**src/rtl/asram_pkg.sv**
```systemverilog
package asram_pkg;

  typedef enum logic [2:0] {
    ST_IDLE,
    ST_WSETUP,
    ST_WPULSE,
    ST_WHOLD,
    ST_RACC
  } asram_state_e;

  // nanoseconds to whole cycles, rounding up
  function automatic int ns2cyc(input int ns, input int clk_ns);
    return (ns <= 0) ? 0 : (ns + clk_ns - 1) / clk_ns;
  endfunction

  function automatic int imax(input int a, input int b);
    return (a > b) ? a : b;
  endfunction

endpackage

```
**src/rtl/asram_seq.sv**
```systemverilog
module asram_seq
  import asram_pkg::*;
#(
  parameter int T_AS  = 1,
  parameter int T_PW  = 1,
  parameter int T_DH  = 1,
  parameter int T_DRV = 0,
  parameter int T_RA  = 1
) (
  input  logic clk,
  input  logic rst,
  input  logic fire,
  input  logic is_write,
  output logic sample,
  output logic nxt_sel,
  output logic nxt_we_n,
  output logic nxt_oe_n,
  output logic nxt_dq_oe,
  output logic nxt_ready
);

  localparam int T_TOP = imax(imax(imax(T_AS, T_PW), imax(T_DH, T_RA)), 1);
  localparam int CW    = $clog2(T_TOP + 1);
  localparam logic [CW-1:0] LD_AS   = CW'(T_AS - 1);
  localparam logic [CW-1:0] LD_PW   = CW'(T_PW - 1);
  localparam logic [CW-1:0] LD_DH   = CW'(T_DH - 1);
  localparam logic [CW-1:0] LD_RA   = CW'(T_RA - 1);
  localparam logic [CW-1:0] DRV_LIM = CW'(T_PW - 1 - T_DRV);

  asram_state_e state_q, state_d;
  logic [CW-1:0] cnt_q, cnt_d;
  logic          last;

  assign last = (cnt_q == '0);

  always_comb begin
    state_d = state_q;
    cnt_d   = last ? '0 : cnt_q - 1'b1;
    unique case (state_q)
      ST_IDLE: begin
        cnt_d = '0;
        if (fire) begin
          state_d = is_write ? ST_WSETUP : ST_RACC;
          cnt_d   = is_write ? LD_AS : LD_RA;
        end
      end
      ST_WSETUP: if (last) begin state_d = ST_WPULSE; cnt_d = LD_PW; end
      ST_WPULSE: if (last) begin state_d = ST_WHOLD;  cnt_d = LD_DH; end
      ST_WHOLD:  if (last) state_d = ST_IDLE;
      ST_RACC:   if (last) state_d = ST_IDLE;
      default:   state_d = ST_IDLE;
    endcase
  end

  always_ff @(posedge clk) begin
    if (rst) begin
      state_q <= ST_IDLE;
      cnt_q   <= '0;
    end else begin
      state_q <= state_d;
      cnt_q   <= cnt_d;
    end
  end

  // pin values for the cycle the next state describes
  always_comb begin
    nxt_sel   = (state_d != ST_IDLE);
    nxt_we_n  = (state_d != ST_WPULSE);
    nxt_oe_n  = (state_d != ST_RACC);
    nxt_ready = (state_d == ST_IDLE);
    nxt_dq_oe = (state_d == ST_WHOLD) ||
                ((state_d == ST_WPULSE) && (cnt_d <= DRV_LIM));
  end

  assign sample = (state_q == ST_RACC) && last;

endmodule

```
**src/rtl/asram_pins.sv**
```systemverilog
module asram_pins #(
  parameter int ADDR_W = 20,
  parameter int DATA_W = 8
) (
  input  logic              clk,
  input  logic              rst,
  input  logic              fire,
  input  logic [ADDR_W-1:0] req_addr,
  input  logic [DATA_W-1:0] req_wdata,
  input  logic              nxt_sel,
  input  logic              nxt_we_n,
  input  logic              nxt_oe_n,
  input  logic              nxt_dq_oe,
  input  logic              nxt_ready,
  output logic              req_ready,
  output logic [ADDR_W-1:0] mem_addr,
  output logic              mem_sel_n,
  output logic              mem_sel,
  output logic              mem_we_n,
  output logic              mem_oe_n,
  output logic [DATA_W-1:0] mem_dq_out,
  output logic              mem_dq_oe
);

  always_ff @(posedge clk) begin
    if (rst) begin
      req_ready  <= 1'b1;
      mem_addr   <= '0;
      mem_sel_n  <= 1'b1;
      mem_sel    <= 1'b0;
      mem_we_n   <= 1'b1;
      mem_oe_n   <= 1'b1;
      mem_dq_out <= '0;
      mem_dq_oe  <= 1'b0;
    end else begin
      req_ready <= nxt_ready;
      mem_sel_n <= ~nxt_sel;
      mem_sel   <= nxt_sel;
      mem_we_n  <= nxt_we_n;
      mem_oe_n  <= nxt_oe_n;
      mem_dq_oe <= nxt_dq_oe;
      if (fire) begin
        mem_addr   <= req_addr;
        mem_dq_out <= req_wdata;
      end
    end
  end

  a_r1_idle_quiet: assert property (@(posedge clk) disable iff (rst)
    req_ready |-> (!mem_sel && mem_sel_n && mem_we_n && mem_oe_n && !mem_dq_oe));

  a_r6_no_we_oe_overlap: assert property (@(posedge clk) disable iff (rst)
    !(!mem_we_n && !mem_oe_n));

  a_r5_drive_needs_oe_high: assert property (@(posedge clk) disable iff (rst)
    mem_dq_oe |-> (mem_oe_n && mem_sel && !mem_sel_n));

  a_r4_strobe_inside_select: assert property (@(posedge clk) disable iff (rst)
    !mem_we_n |-> (mem_sel && !mem_sel_n));

  a_r4_write_ends_selected: assert property (@(posedge clk) disable iff (rst)
    $rose(mem_we_n) |-> (mem_sel && mem_dq_oe));

  a_r3_addr_held: assert property (@(posedge clk) disable iff (rst)
    (!req_ready && $past(!req_ready)) |-> ($stable(mem_addr) && $stable(mem_dq_out)));

endmodule

```
**src/rtl/asram_rdcap.sv**
```systemverilog
module asram_rdcap #(
  parameter int DATA_W = 8
) (
  input  logic              clk,
  input  logic              rst,
  input  logic              sample,
  input  logic [DATA_W-1:0] bus_in,
  output logic              rd_valid,
  output logic [DATA_W-1:0] rd_data
);

  always_ff @(posedge clk) begin
    if (rst) begin
      rd_valid <= 1'b0;
      rd_data  <= '0;
    end else begin
      rd_valid <= sample;
      if (sample) rd_data <= bus_in;
    end
  end

  a_r7_single_pulse: assert property (@(posedge clk) disable iff (rst)
    rd_valid |=> !rd_valid);

endmodule

```
**src/rtl/asram_ctrl.sv**
```systemverilog
module asram_ctrl
  import asram_pkg::*;
#(
  parameter int ADDR_W  = 20,
  parameter int DATA_W  = 8,
  parameter int CLK_NS  = 10,
  parameter int WC_NS   = 55,
  parameter int WP_NS   = 45,
  parameter int DS_NS   = 25,
  parameter int AW_NS   = 50,
  parameter int AS_NS   = 0,
  parameter int DH_NS   = 0,
  parameter int HZWE_NS = 30,
  parameter int RC_NS   = 55,
  parameter int AA_NS   = 55,
  parameter int OE_NS   = 30,
  parameter int OHZ_NS  = 20
) (
  input  logic              clk,
  input  logic              rst,
  input  logic              req_valid,
  input  logic              req_write,
  input  logic [ADDR_W-1:0] req_addr,
  input  logic [DATA_W-1:0] req_wdata,
  output logic              req_ready,
  output logic              rd_valid,
  output logic [DATA_W-1:0] rd_data,
  output logic [ADDR_W-1:0] mem_addr,
  output logic              mem_sel_n,
  output logic              mem_sel,
  output logic              mem_we_n,
  output logic              mem_oe_n,
  output logic [DATA_W-1:0] mem_dq_out,
  output logic              mem_dq_oe,
  input  logic [DATA_W-1:0] mem_dq_in
);

  localparam int T_AS  = imax(1, ns2cyc(AS_NS, CLK_NS));
  localparam int T_DH  = imax(1, ns2cyc(DH_NS, CLK_NS));
  localparam int T_DRV = imax(ns2cyc(HZWE_NS, CLK_NS), ns2cyc(OHZ_NS, CLK_NS));
  localparam int T_PW  = imax(imax(ns2cyc(WP_NS, CLK_NS),
                                   T_DRV + imax(1, ns2cyc(DS_NS, CLK_NS))),
                              imax(ns2cyc(AW_NS, CLK_NS) - T_AS,
                                   ns2cyc(WC_NS, CLK_NS) - T_AS - T_DH));
  localparam int T_RA  = imax(imax(1, ns2cyc(AA_NS, CLK_NS)),
                              imax(ns2cyc(OE_NS, CLK_NS), ns2cyc(RC_NS, CLK_NS)));

  logic fire, sample;
  logic nxt_sel, nxt_we_n, nxt_oe_n, nxt_dq_oe, nxt_ready;

  assign fire = req_valid && req_ready;

  asram_seq #(
    .T_AS(T_AS), .T_PW(T_PW), .T_DH(T_DH), .T_DRV(T_DRV), .T_RA(T_RA)
  ) u_seq (
    .clk(clk), .rst(rst), .fire(fire), .is_write(req_write),
    .sample(sample), .nxt_sel(nxt_sel), .nxt_we_n(nxt_we_n),
    .nxt_oe_n(nxt_oe_n), .nxt_dq_oe(nxt_dq_oe), .nxt_ready(nxt_ready)
  );

  asram_pins #(.ADDR_W(ADDR_W), .DATA_W(DATA_W)) u_pins (
    .clk(clk), .rst(rst), .fire(fire), .req_addr(req_addr), .req_wdata(req_wdata),
    .nxt_sel(nxt_sel), .nxt_we_n(nxt_we_n), .nxt_oe_n(nxt_oe_n),
    .nxt_dq_oe(nxt_dq_oe), .nxt_ready(nxt_ready), .req_ready(req_ready),
    .mem_addr(mem_addr), .mem_sel_n(mem_sel_n), .mem_sel(mem_sel),
    .mem_we_n(mem_we_n), .mem_oe_n(mem_oe_n), .mem_dq_out(mem_dq_out),
    .mem_dq_oe(mem_dq_oe)
  );

  asram_rdcap #(.DATA_W(DATA_W)) u_rdcap (
    .clk(clk), .rst(rst), .sample(sample), .bus_in(mem_dq_in),
    .rd_valid(rd_valid), .rd_data(rd_data)
  );

  // the read strobe and the return of ready land in the same cycle
  a_r7_valid_with_ready: assert property (@(posedge clk) disable iff (rst)
    rd_valid |-> (req_ready && !mem_sel));

endmodule

```
**config.mk**
```make
export PLATFORM = sky130hd
export DESIGN_NAME = asram_ctrl
export DESIGN_NICKNAME = d
export VERILOG_FILES = /design/src/rtl/asram_pkg.sv /design/src/rtl/asram_seq.sv /design/src/rtl/asram_pins.sv /design/src/rtl/asram_rdcap.sv /design/src/rtl/asram_ctrl.sv
export SDC_FILE = /design/constraint.sdc
export NUM_CORES = 1
export LEC_CHECK = 0
export BUFFER_PORTS_ARGS = -buffer_cell sky130_fd_sc_hd__buf_2
export CELL_PAD_IN_SITES_DETAIL_PLACEMENT = 0
export CELL_PAD_IN_SITES_GLOBAL_PLACEMENT = 1
export CORE_MARGIN = 4
export CORE_UTILIZATION = 32
export CTS_CLUSTER_DIAMETER = 30
export DETAILED_ROUTE_END_ITERATION = 8
export GPL_TIMING_DRIVEN = 0
export MAX_ROUTING_LAYER = met4
export PLACE_DENSITY = 0.75
export SYNTH_ARGS = -nofsm -noshare
export SYNTH_HDL_FRONTEND = slang
export SYNTH_SLANG_ARGS = --single-unit
```
**constraint.sdc**
```tcl
create_clock -name clk -period 2.3 [get_ports clk]
set_input_delay 0.345 -clock clk [delete_from_list [all_inputs] [get_ports clk]]
set_output_delay 0.345 -clock clk [all_outputs]
set_load 0.02 [all_outputs]
```
Yosys cells after proc, flatten, opt, wreduce, memory -nomap -nowiden. Index checks and enable logic that the tools add are counted.

Add/subtract/negate cells: 1. $lt $le $gt $ge: 1. Equality and inequality tests: 8. Muxes and demuxes: 12. Bitwise operators: 1. Reduce and logical (&&, ||, !) cells: 9.

Operators with widths (number): $mux 3 (10); $eq 3x2->1 const B (4); $pmux 3 s4 (1); $logic_not 3->1 (3); $pmux 3 s3 (1); $eq 3x1->1 const B (1); $eq 3x3->1 const B (1); $le 3x2->1 const B (1); $logic_and 1x1->1 (3); $ne 3x2->1 const B (1); $ne 3x3->1 const B (1); $reduce_bool 3->1 (1); $sub 3x1->3 const B (1); $reduce_or 2->1 (1); $logic_or 1x1->1 (1); $not 1->1 (1).

Flip-flop bits (word level): 49. Input port bits: 40. Output and inout bits: 43. Logic and storage cells: 44.

Logic depth before layout (Yosys ltp). Gate-level depths: netlist (run 1).

Word-level depth: 7. Depth in mapped cells: 9. Mapped depth without buffers: 8.

Modules after synthesis. From an unflattened synthesis (run 1), not the netlist that was laid out.

Cells, all modules: 183. Area total of the unflattened synthesis: 1916.8 sq um.

By module, submodules not included: asram_pins (instances 1, cells an instance 102, area an instance 1164.9 sq um, sequential area each 680.7 sq um); asram_seq (instances 1, cells an instance 52, area an instance 432.9 sq um, sequential area each 120.1 sq um); asram_rdcap (instances 1, cells an instance 28, area an instance 312.8 sq um, sequential area each 180.2 sq um); asram_ctrl (instances 1, cells an instance 1, area an instance 6.3 sq um, sequential area each 0.0 sq um).

Worst setup path before layout (run 1). Ideal clock, no wire load.

Path type: register -> register. Start point: register u_seq.cnt_q[0]. End point: register u_pins.mem_sel_n. Setup time: 0.116 ns. Data arrival time: 1.594 ns. Data required time: 2.184 ns. Path slack: 0.589 ns. Cell stages (with the launch flop): 9. Path buffers: 1. Clock period less this slack: 1.711 ns. Cell sequence: dfxtp_1 -> or2_2 -> inv_1 -> ha_1 -> buf_2 -> nand2_1 -> xor2_1 -> or3_1 -> o211a_1.

Longest elaborated chain between the ends: 5. Elaborated cells between the ends (all ways): 7. Those cells by class: 4 x mux; 1 x bitwise; 2 x reduce/logical.

RTL lines: from (decl) (line asram_seq.sv:31) `logic [CW-1:0] cnt_q, cnt_d;`; from (signal assigned) (line asram_seq.sv:61) `cnt_q <= cnt_d;`; $logic_not 3->1 (*) (line asram_seq.sv:34) `assign last = (cnt_q == '0);`; $mux 3 (on tied branches); $pmux 3 s4 (*) (line asram_seq.sv:39) `unique case (state_q)`; $reduce_bool 3->1 (*) (line asram_seq.sv:67) `nxt_sel = (state_d != ST_IDLE);`; $not 1->1 (*) (line asram_pins.sv:37) `mem_sel_n <= ~nxt_sel;`; to (signal assigned) (line asram_pins.sv:37); to (decl) (line asram_pins.sv:17) `output logic mem_sel_n,`.

Every way passes the cells marked *; elsewhere a longest branch is shown, timed or not. A chain may end at the register's enable or synchronous reset.

Final worst setup path (run 1). Ends and elaborated chain as after synthesis.

==> impl_metrics.sql, run 1 <==
INSERT INTO impl_metrics (metric_group, metric, value, unit) VALUES
('outcome', 'status', 'complete, no violations', ''),
('power_and_ir_drop', 'clock_power_share', '19.2', '%'),
('sta', 'final.period_utilization', '79.35', '%'),
('synth', 'synth.distinct_cells', '36', ''),
('synth', 'netlist_top_cells_area', 'dfxtp_1 53%, nand2_1 16%, a21oi_1 10%', ''),
('synth', 'avg_synthesized_cell_area', '8.235', 'um^2'),
('die', 'ioPinCount', '83', ''),
('routing', 'num_vias', '1689', ''),
('synth', 'synth_sequential_area_ratio', '53.04', '%'),
('layout', 'drive_above_1_share', '32.03', '%'),
('die', 'fp.coreArea', '5507', 'um^2'),
('synth', 'synth_async_sr_flop_share', '0', '%'),
('synth', 'ys_seq_elements', '48', ''),
('setup_path', 'timing.critical_path.slowest_stage_cell', 'or3_1', ''),
('setup_path', 'critPathMaxStageDelay', '370', 'ps'),
('routing', 'drt-pass1-iter-count', '4', ''),
('run', 'cap_viol_max_count', '0', ''),
('routing', 'route.detailed.drc', '0', ''),
('power_and_ir_drop', 'share_seq_of_total_power', '45.2', '%'),
('die', 'die_w', '83.25', 'um'),
('layout', 'antenna_cells', '0', ''),
('synth', 'synth.most_common_cell', 'nand2_1', ''),
('layout', 'nFillCells', '603', ''),
('power_and_ir_drop', 'power.share.switching', '35.54', '%'),
('layout', 'syn2layout_area_growth', '31.15', '%'),
('power_and_ir_drop', 'cellInternalPower', '1.476', 'mW'),
('synth', 'yosysTopAreaCell', 'dfxtp_1', ''),
('routing', 'detail_route.wirelength', '4.285', 'mm'),
('power_and_ir_drop', 'netSwitchingPower', '0.8138', 'mW'),
('clock_network', 'cts-hold-fix-buffers', '0', ''),
('clock_network', 'ctsResizeCount', '0', ''),
('clock_network', 'clock_latency_of_the_later_clocked_register_in_the_worst_skew_pair', '290', 'ps'),
('sta', 'report.final.hold_viol_count', '0', ''),
('sta', 'hold_ws', '285.3', 'ps'),
('clock_network', 'cts-buffers-inserted', '5', ''),
('setup_path', 'worst_path_dominant_cell_family', 'simple AND/OR/NAND/NOR gates', ''),
('die', 'die_height', '83.25', 'um'),
('place', 'finalWeightedCongestion', '0.7752', ''),
('global_route', 'grt_first_pass_wirelength', '7.279', 'mm'),
('sta', 'report.final.setup_viol', '0', ''),
('setup_path', 'setup.worst_path.end_class', 'flop', ''),
('routing', 'first_iter_violations', '86', ''),
('worst_hold_path', 'hp-class', 'input port to flop', ''),
('synth', 'net_count_after_synthesis', '263', ''),
('synth', 'post_synth_instance_area', '1812', 'um^2'),
('synth', 'yosys_warnings', '0', ''),
('layout', 'register_area', '960.9', 'um^2'),
('clock_network', 'clock_tree.buffer_depth', '2', ''),
('setup_path', 'r2r_worst_path_depth', '8', ''),
('global_route', 'global_route.usage.total', '12.78', '%'),
('power_and_ir_drop', 'comb_power_share', '35.7', '%'),
('clock_network', 'clock-root-buffer', 'clkbuf_8', ''),
('global_route', 'largest_net_degree_at_the_start_of_global_routing', '13', ''),
('setup_path', 'required', '2490', 'ps'),
('clock_network', 'postCtsSetupRepairBufs', '0', ''),
('setup_path', 'worstSetupPathType', 'flop to flop', ''),
('layout', 'multiInputGateArea', '755.7', 'um^2'),
('clock_network', 'tritoncts_clock_tree', 'yes', ''),
('global_route', 'grt_pass1_vias', '1639', ''),
('clock_network', 'clock_sink_count', '48', ''),
('setup_path', 'cp-start-kind', 'flop', ''),
('sta', 'worstMarginPinSlew', '463.1', 'ps'),
('sta', 'fin_worst_skew', '5.679', 'ps'),
('synth', 'syn_inst', '220', ''),
('power_and_ir_drop', 'finalPower', '2.290', 'mW'),
('power_and_ir_drop', 'ir_worst_vdd', '348.2', 'uV'),
('routing', 'routedWlPerCell', '11.34', 'um'),
('die', 'start_util', '32.90', '%'),
('sta', 'maxClockFrequency', '547.9', 'MHz'),
('sta', 'maxSlewHeadroom', '69.13', '%'),
('sta', 'grt_setup_unrepaired', 'false', '');
-- registers in the layout, summed over array words and instances (netlist names), 3 cells and up --
name and cells:
u_pins.mem_dq_out 8, u_pins.mem_addr 20, u_rdcap.rd_data 8, u_seq.cnt_q 3, u_seq.state_q 3
-- kinds of logic after synthesis --
group / after synthesis / share of synthesized area [%]
compound gates: 46 / 14.64
xor+xnor: 1 / 0.4835
fa+ha+maj: 3 / 2.072
buf+inv: 20 / 5.248
flops: 48 / 53.04
simple gates: 102 / 24.52
-- power by group through the flow --
stage	Combinational [mW]	Clock [mW]	Sequential, mW
floorplan	0.443	0	1.18
finish	0.817	0.440	1.03
detailed placement	0.825	0	1.05
global placement	0.827	0	1.05
global route	0.906	0.488	1.05
CTS	0.827	0.463	1.04
-- final cells by class --
| type | count | area share (%) |
|---|---|---|
| Multi-Input combinational cell | 152 | 31.81 |
| Buffer | 16 | 3.370 |
| Sequential cell | 48 | 40.44 |
| Tap cell | 72 | 3.791 |
| Clock buffer | 5 | 2.896 |
| Inverter | 4 | 0.6319 |
| Timing Repair Buffer | 81 | 17.06 |
-- layout by cell type, fill, tap and decap left out, types with 2 or more instances in the layout --
cell type and n:
buf_4 2, nand3b_1 3, clkbuf_8 5, nor2_1 6, nor2b_1 2, ha_1 3, nand2b_1 3, and2_1 2
buf_2 85, a21oi_1 37, inv_1 3, clkbuf_1 5, nand2_1 75, buf_1 4, nand3_1 2, dfxtp_1 48
-- worst reg2reg max path: cells and delay by family (launching register included) --
family | cells | cell delay, ps
adder cells (fa/ha/maj) | 1 | 120
buffers and inverters | 2 | 220
flip-flops | 1 | 340
AND/OR/NAND/NOR | 3 | 750
AO/OA/AOI/OAI | 1 | 150
XOR/XNOR | 1 | 140
-- routing by layer --
| layer | part of all wire, % | track usage, % | wire [um] |
|---|---|---|---|
| met4 | 0.79 | 3.566 | 34 |
| met3 | 7.0 | 3.968 | 299 |
| met5 | 0 | - | 0 |
| met1 | 48 | 16.50 | 2057 |
| met2 | 44 | 19.31 | 1893 |
-- metrics by stage --
stage                     instance area [um^2]  setup slack [ps]  instances  utilization (%)
after floorplan                           1812             589.4        220                -
after global placement                    2307             488.4        373            41.90
after detailed placement                  2307             469.9        373            41.90
after CTS                                 2376             470.7        378            43.15
after global routing                      2376             356.1        378            43.15
final                                     2376             474.9        378            43.15
-- final timing paths --
check / from / endpoint / slack, ps
max: u_seq.cnt_q[0] / u_pins.mem_sel_n / 470
min: req_addr[16] / u_pins.mem_addr[16] / 290
max reg2reg: u_seq.cnt_q[0] / u_pins.mem_sel_n / 470
min reg2reg: u_pins.mem_addr[18] / u_pins.mem_addr[18] / 450
(Power assumes the default switching activity.)
==> run 2: changes to the inputs <==
--- a/config.mk
+++ b/config.mk
@@ -9,12 +9,12 @@
 export CELL_PAD_IN_SITES_DETAIL_PLACEMENT = 0
 export CELL_PAD_IN_SITES_GLOBAL_PLACEMENT = 1
 export CORE_MARGIN = 4
-export CORE_UTILIZATION = 32
+export CORE_UTILIZATION = 29
 export CTS_CLUSTER_DIAMETER = 30
 export DETAILED_ROUTE_END_ITERATION = 8
 export GPL_TIMING_DRIVEN = 0
 export MAX_ROUTING_LAYER = met4
-export PLACE_DENSITY = 0.75
+export PLACE_DENSITY = 0.71
 export SYNTH_ARGS = -nofsm -noshare
 export SYNTH_HDL_FRONTEND = slang
 export SYNTH_SLANG_ARGS = --single-unit
==> constraint.sdc (replaced) <==
create_clock -name clk -period 1.54 [get_ports clk]
set_input_delay 0.231 -clock clk [delete_from_list [all_inputs] [get_ports clk]]
set_output_delay 0.231 -clock clk [all_outputs]
set_load 0.02 [all_outputs]
==> run 2 against run 1 <==
- the run now ends with setup timing left
- routed wire length is 11% higher
- worst hold slack worse by 120 ps
- maximum frequency rose by 17%
- via count up 2.1%
- register-to-register slack worse by 490 ps
- combinational power grew 75%
- highest routed layer unchanged
- critical path type unchanged
==> impl_metrics.sql, run 2 (synthesis results as in run 1) <==
INSERT INTO impl_metrics (metric_group, metric, value, unit) VALUES
('power_and_ir_drop', 'ir_worst_vdd', '508.5', 'uV'),
('routing', 'route.detailed.drc', '0', ''),
('sta', 'grt_setup_unrepaired', 'true', ''),
('layout', 'top_regs', 'u_pins.mem_addr (20), u_pins.mem_dq_out (8), u_rdcap.rd_data (8)', ''),
('routing', 'avgViaCountPerCell', '4.466', ''),
('global_route', 'grt.overflow.total', '0', ''),
('setup_path', 'worstSetupPathType', 'flop to flop', ''),
('power_and_ir_drop', 'finalPower', '3.733', 'mW'),
('setup_path', 'timing.critical_path.slowest_stage_cell', 'dfxtp_2', ''),
('layout', 'finalNetCount', '354', ''),
('die', 'row_cnt', '28', ''),
('sta', 'hold_ws', '165.0', 'ps'),
('clock_network', 'clock_latency_of_the_later_clocked_register_in_the_worst_skew_pair', '290', 'ps'),
('die', 'ioPinCount', '83', ''),
('setup_path', 'worst_path_dominant_cell_family', 'compound AO/OA/AOI/OAI gates', ''),
('routing', 'num_vias', '1724', ''),
('layout', 'drive_above_1_share', '37.94', '%'),
('setup_path', 'critPathMaxStageDelay', '330', 'ps'),
('outcome', 'failing_checks', 'setup timing', ''),
('layout', 'multiInputGateArea', '818.3', 'um^2'),
('die', 'die_w', '87.04', 'um'),
('routing', 'final_antenna_net_count', '0', ''),
('die', 'die_area', '7576', 'um^2'),
('layout', 'syn2layout_area_growth', '38.26', '%'),
('clock_network', 'ctsHtreeMaxLevel', '2', ''),
('die', 'die_height', '87.04', 'um'),
('setup_path', 'cp_data_arrival_time', '1750', 'ps'),
('outcome', 'status', 'finished, violations left', ''),
('setup_path', 'critical_path.cell_chain', 'or2_4 > inv_2 > ha_4 > buf_4 > nand3b_1 > a31o_4 > o211a_1', ''),
('clock_network', 'clock_sink_count', '48', ''),
('place', 'place.port_buffers', '81', ''),
('power_and_ir_drop', 'static-leakage-power', '1.168', 'nW'),
('routing', 'first_iter_violations', '71', ''),
('sta', 'final.min_clock_period', '1560', 'ps'),
('die', 'fp.coreArea', '5991', 'um^2'),
('layout', 'register_area', '963.4', 'um^2'),
('sta', 'slew_violations', '0', ''),
('clock_network', 'cts-buffers-inserted', '5', ''),
('sta', 'finalWorstSetupSlack', '-20.01', 'ps'),
('worst_hold_path', 'hp-class', 'input port to flop', ''),
('layout', 'most_common_cell_after_layout_fill_and_taps_aside', 'buf_2', ''),
('layout', 'final_cell_mix', '84 x buf_2, 74 x nand2_1, 46 x dfxtp_1', ''),
('global_route', 'grt_first_pass_wirelength', '7.458', 'mm'),
('setup_path', 'critical_path.n_buffers_inverters', '2', ''),
('setup_path', 'setup.worst_path.end_class', 'flop', ''),
('place', 'finalWeightedCongestion', '0.7984', ''),
('layout', 'final-instance-count-excl-fill', '386', ''),
('global_route', 'global_route.usage.total', '12.82', '%'),
('setup_path', 'cp-start-kind', 'flop', ''),
('layout', 'nFillCells', '626', ''),
('clock_network', 'cts.clk_slew.worst_paths', '90', 'ps'),
('sta', 'final.period_utilization', '101.3', '%'),
('routing', 'drt-pass1-iter-count', '4', ''),
('sta', 'worstMarginPinSlew', '491.4', 'ps'),
('sta', 'maxSlewHeadroom', '67.24', '%'),
('clock_network', 'tritoncts_clock_tree', 'yes', ''),
('layout', 'antenna_cells', '0', ''),
('sta', 'fin_tns_setup', '-20.01', 'ps'),
('sta', 'report.final.hold_viol_count', '0', ''),
('layout', 'number_of_flip_flops_under_the_largest_register_name', '20', ''),
('setup_path', 'path_max_fanout', '6', ''),
('global_route', 'grt_pass1_vias', '1604', ''),
('place', 'dp.cells', '376', ''),
('global_route', 'largest_net_degree_at_the_start_of_global_routing', '15', ''),
('run', 'cap_viol_max_count', '0', ''),
('place', 'dp.final_hpwl', '3.527', 'mm'),
('layout', 'max_flop_register', 'u_pins.mem_addr', ''),
('routing', 'detail_route.wirelength', '4.772', 'mm'),
('power_and_ir_drop', 'pwr_density_cell', '1490', 'nW/um^2'),
('routing', 'routedWlPerCell', '12.36', 'um'),
('clock_network', 'clock-root-buffer', 'clkbuf_8', ''),
('sta', 'report.final.setup_viol', '1', ''),
('die', 'start_util', '30.24', '%'),
('sta', 'fin_worst_skew', '3.021', 'ps'),
('global_route', 'initial_antenna_violation_count', '0', ''),
('layout', 'finished_core_util', '41.81', '%'),
('sta', 'maxClockFrequency', '641.0', 'MHz'),
('clock_network', 'clock_tree.buffer_depth', '2', ''),
('setup_path', 'required', '1730', 'ps');
==> run 2: changes by cell type in the layout (fill, tap and decap cells not counted), moves of 2 or more <==
cell	change
buf_1	-4
buf_4	+4
clkbuf_2	+3
dfxtp_1	-2
dfxtp_2	+2
==> run 2: power by group <==
group | switching [mW] | total (mW) | internal [mW]
Sequential | 0.101 | 1.54 | 1.44
Combinational | 0.816 | 1.43 | 0.613
Clock | 0.406 | 0.764 | 0.359
==> run 2: cell type report <==
type | instances | area share, %
clock buffers | 6 | 3.297
clock inverters | 1 | 0.3497
multi-input cells | 152 | 32.67
repair buffers | 85 | 17.38
plain buffers | 15 | 3.447
inverters | 4 | 0.6494
well taps | 75 | 3.746
flip-flops and latches | 48 | 38.46
==> run 2: tightest hold or removal path: cells and delay by family <==
| family | cells | cell delay, ps |
|---|---|---|
| buffers and inverters | 1 | 100 |
| AND/OR/NAND/NOR | 1 | 40 |
| AO/OA/AOI/OAI | 1 | 50 |
==> run 2: path summary, 6_finish.rpt <==
kind	slack [ps]	cells after the start	from	end
setup / recovery	-20	7	u_seq.cnt_q[0]	u_pins.mem_sel_n
hold / removal	170	3	req_wdata[0]	u_pins.mem_dq_out[0]
setup reg to reg	-20	7	u_seq.cnt_q[0]	u_pins.mem_sel_n
hold reg to reg	460	2	u_pins.mem_addr[7]	u_pins.mem_addr[7]
==> run 2: per-layer routing <==
layer / share of wire (%) / track usage, %
met3: 7.1 / 3.784
met5: 0 / -
met2: 48 / 20.50
met1: 43 / 15.59
met4: 1.3 / 3.824
==> run 2: timing repair <==
action / CTS / global route
buffers inserted: 3 / 1
hold buffers: 0 / 0
pin swaps: 2 / 3
cloned: 0 / 0
resized for setup: 1 / 11
setup endpoints to repair: 14 / 30
==> run 2: stage by stage <==
stage / setup slack (ps) / instance area (um^2)
after floorplan: -40.22 / 1844
after global placement: -101.3 / 2344
after detailed placement: -103.4 / 2344
after CTS: -94.56 / 2447
after global routing: -89.05 / 2505
final: -20.01 / 2505
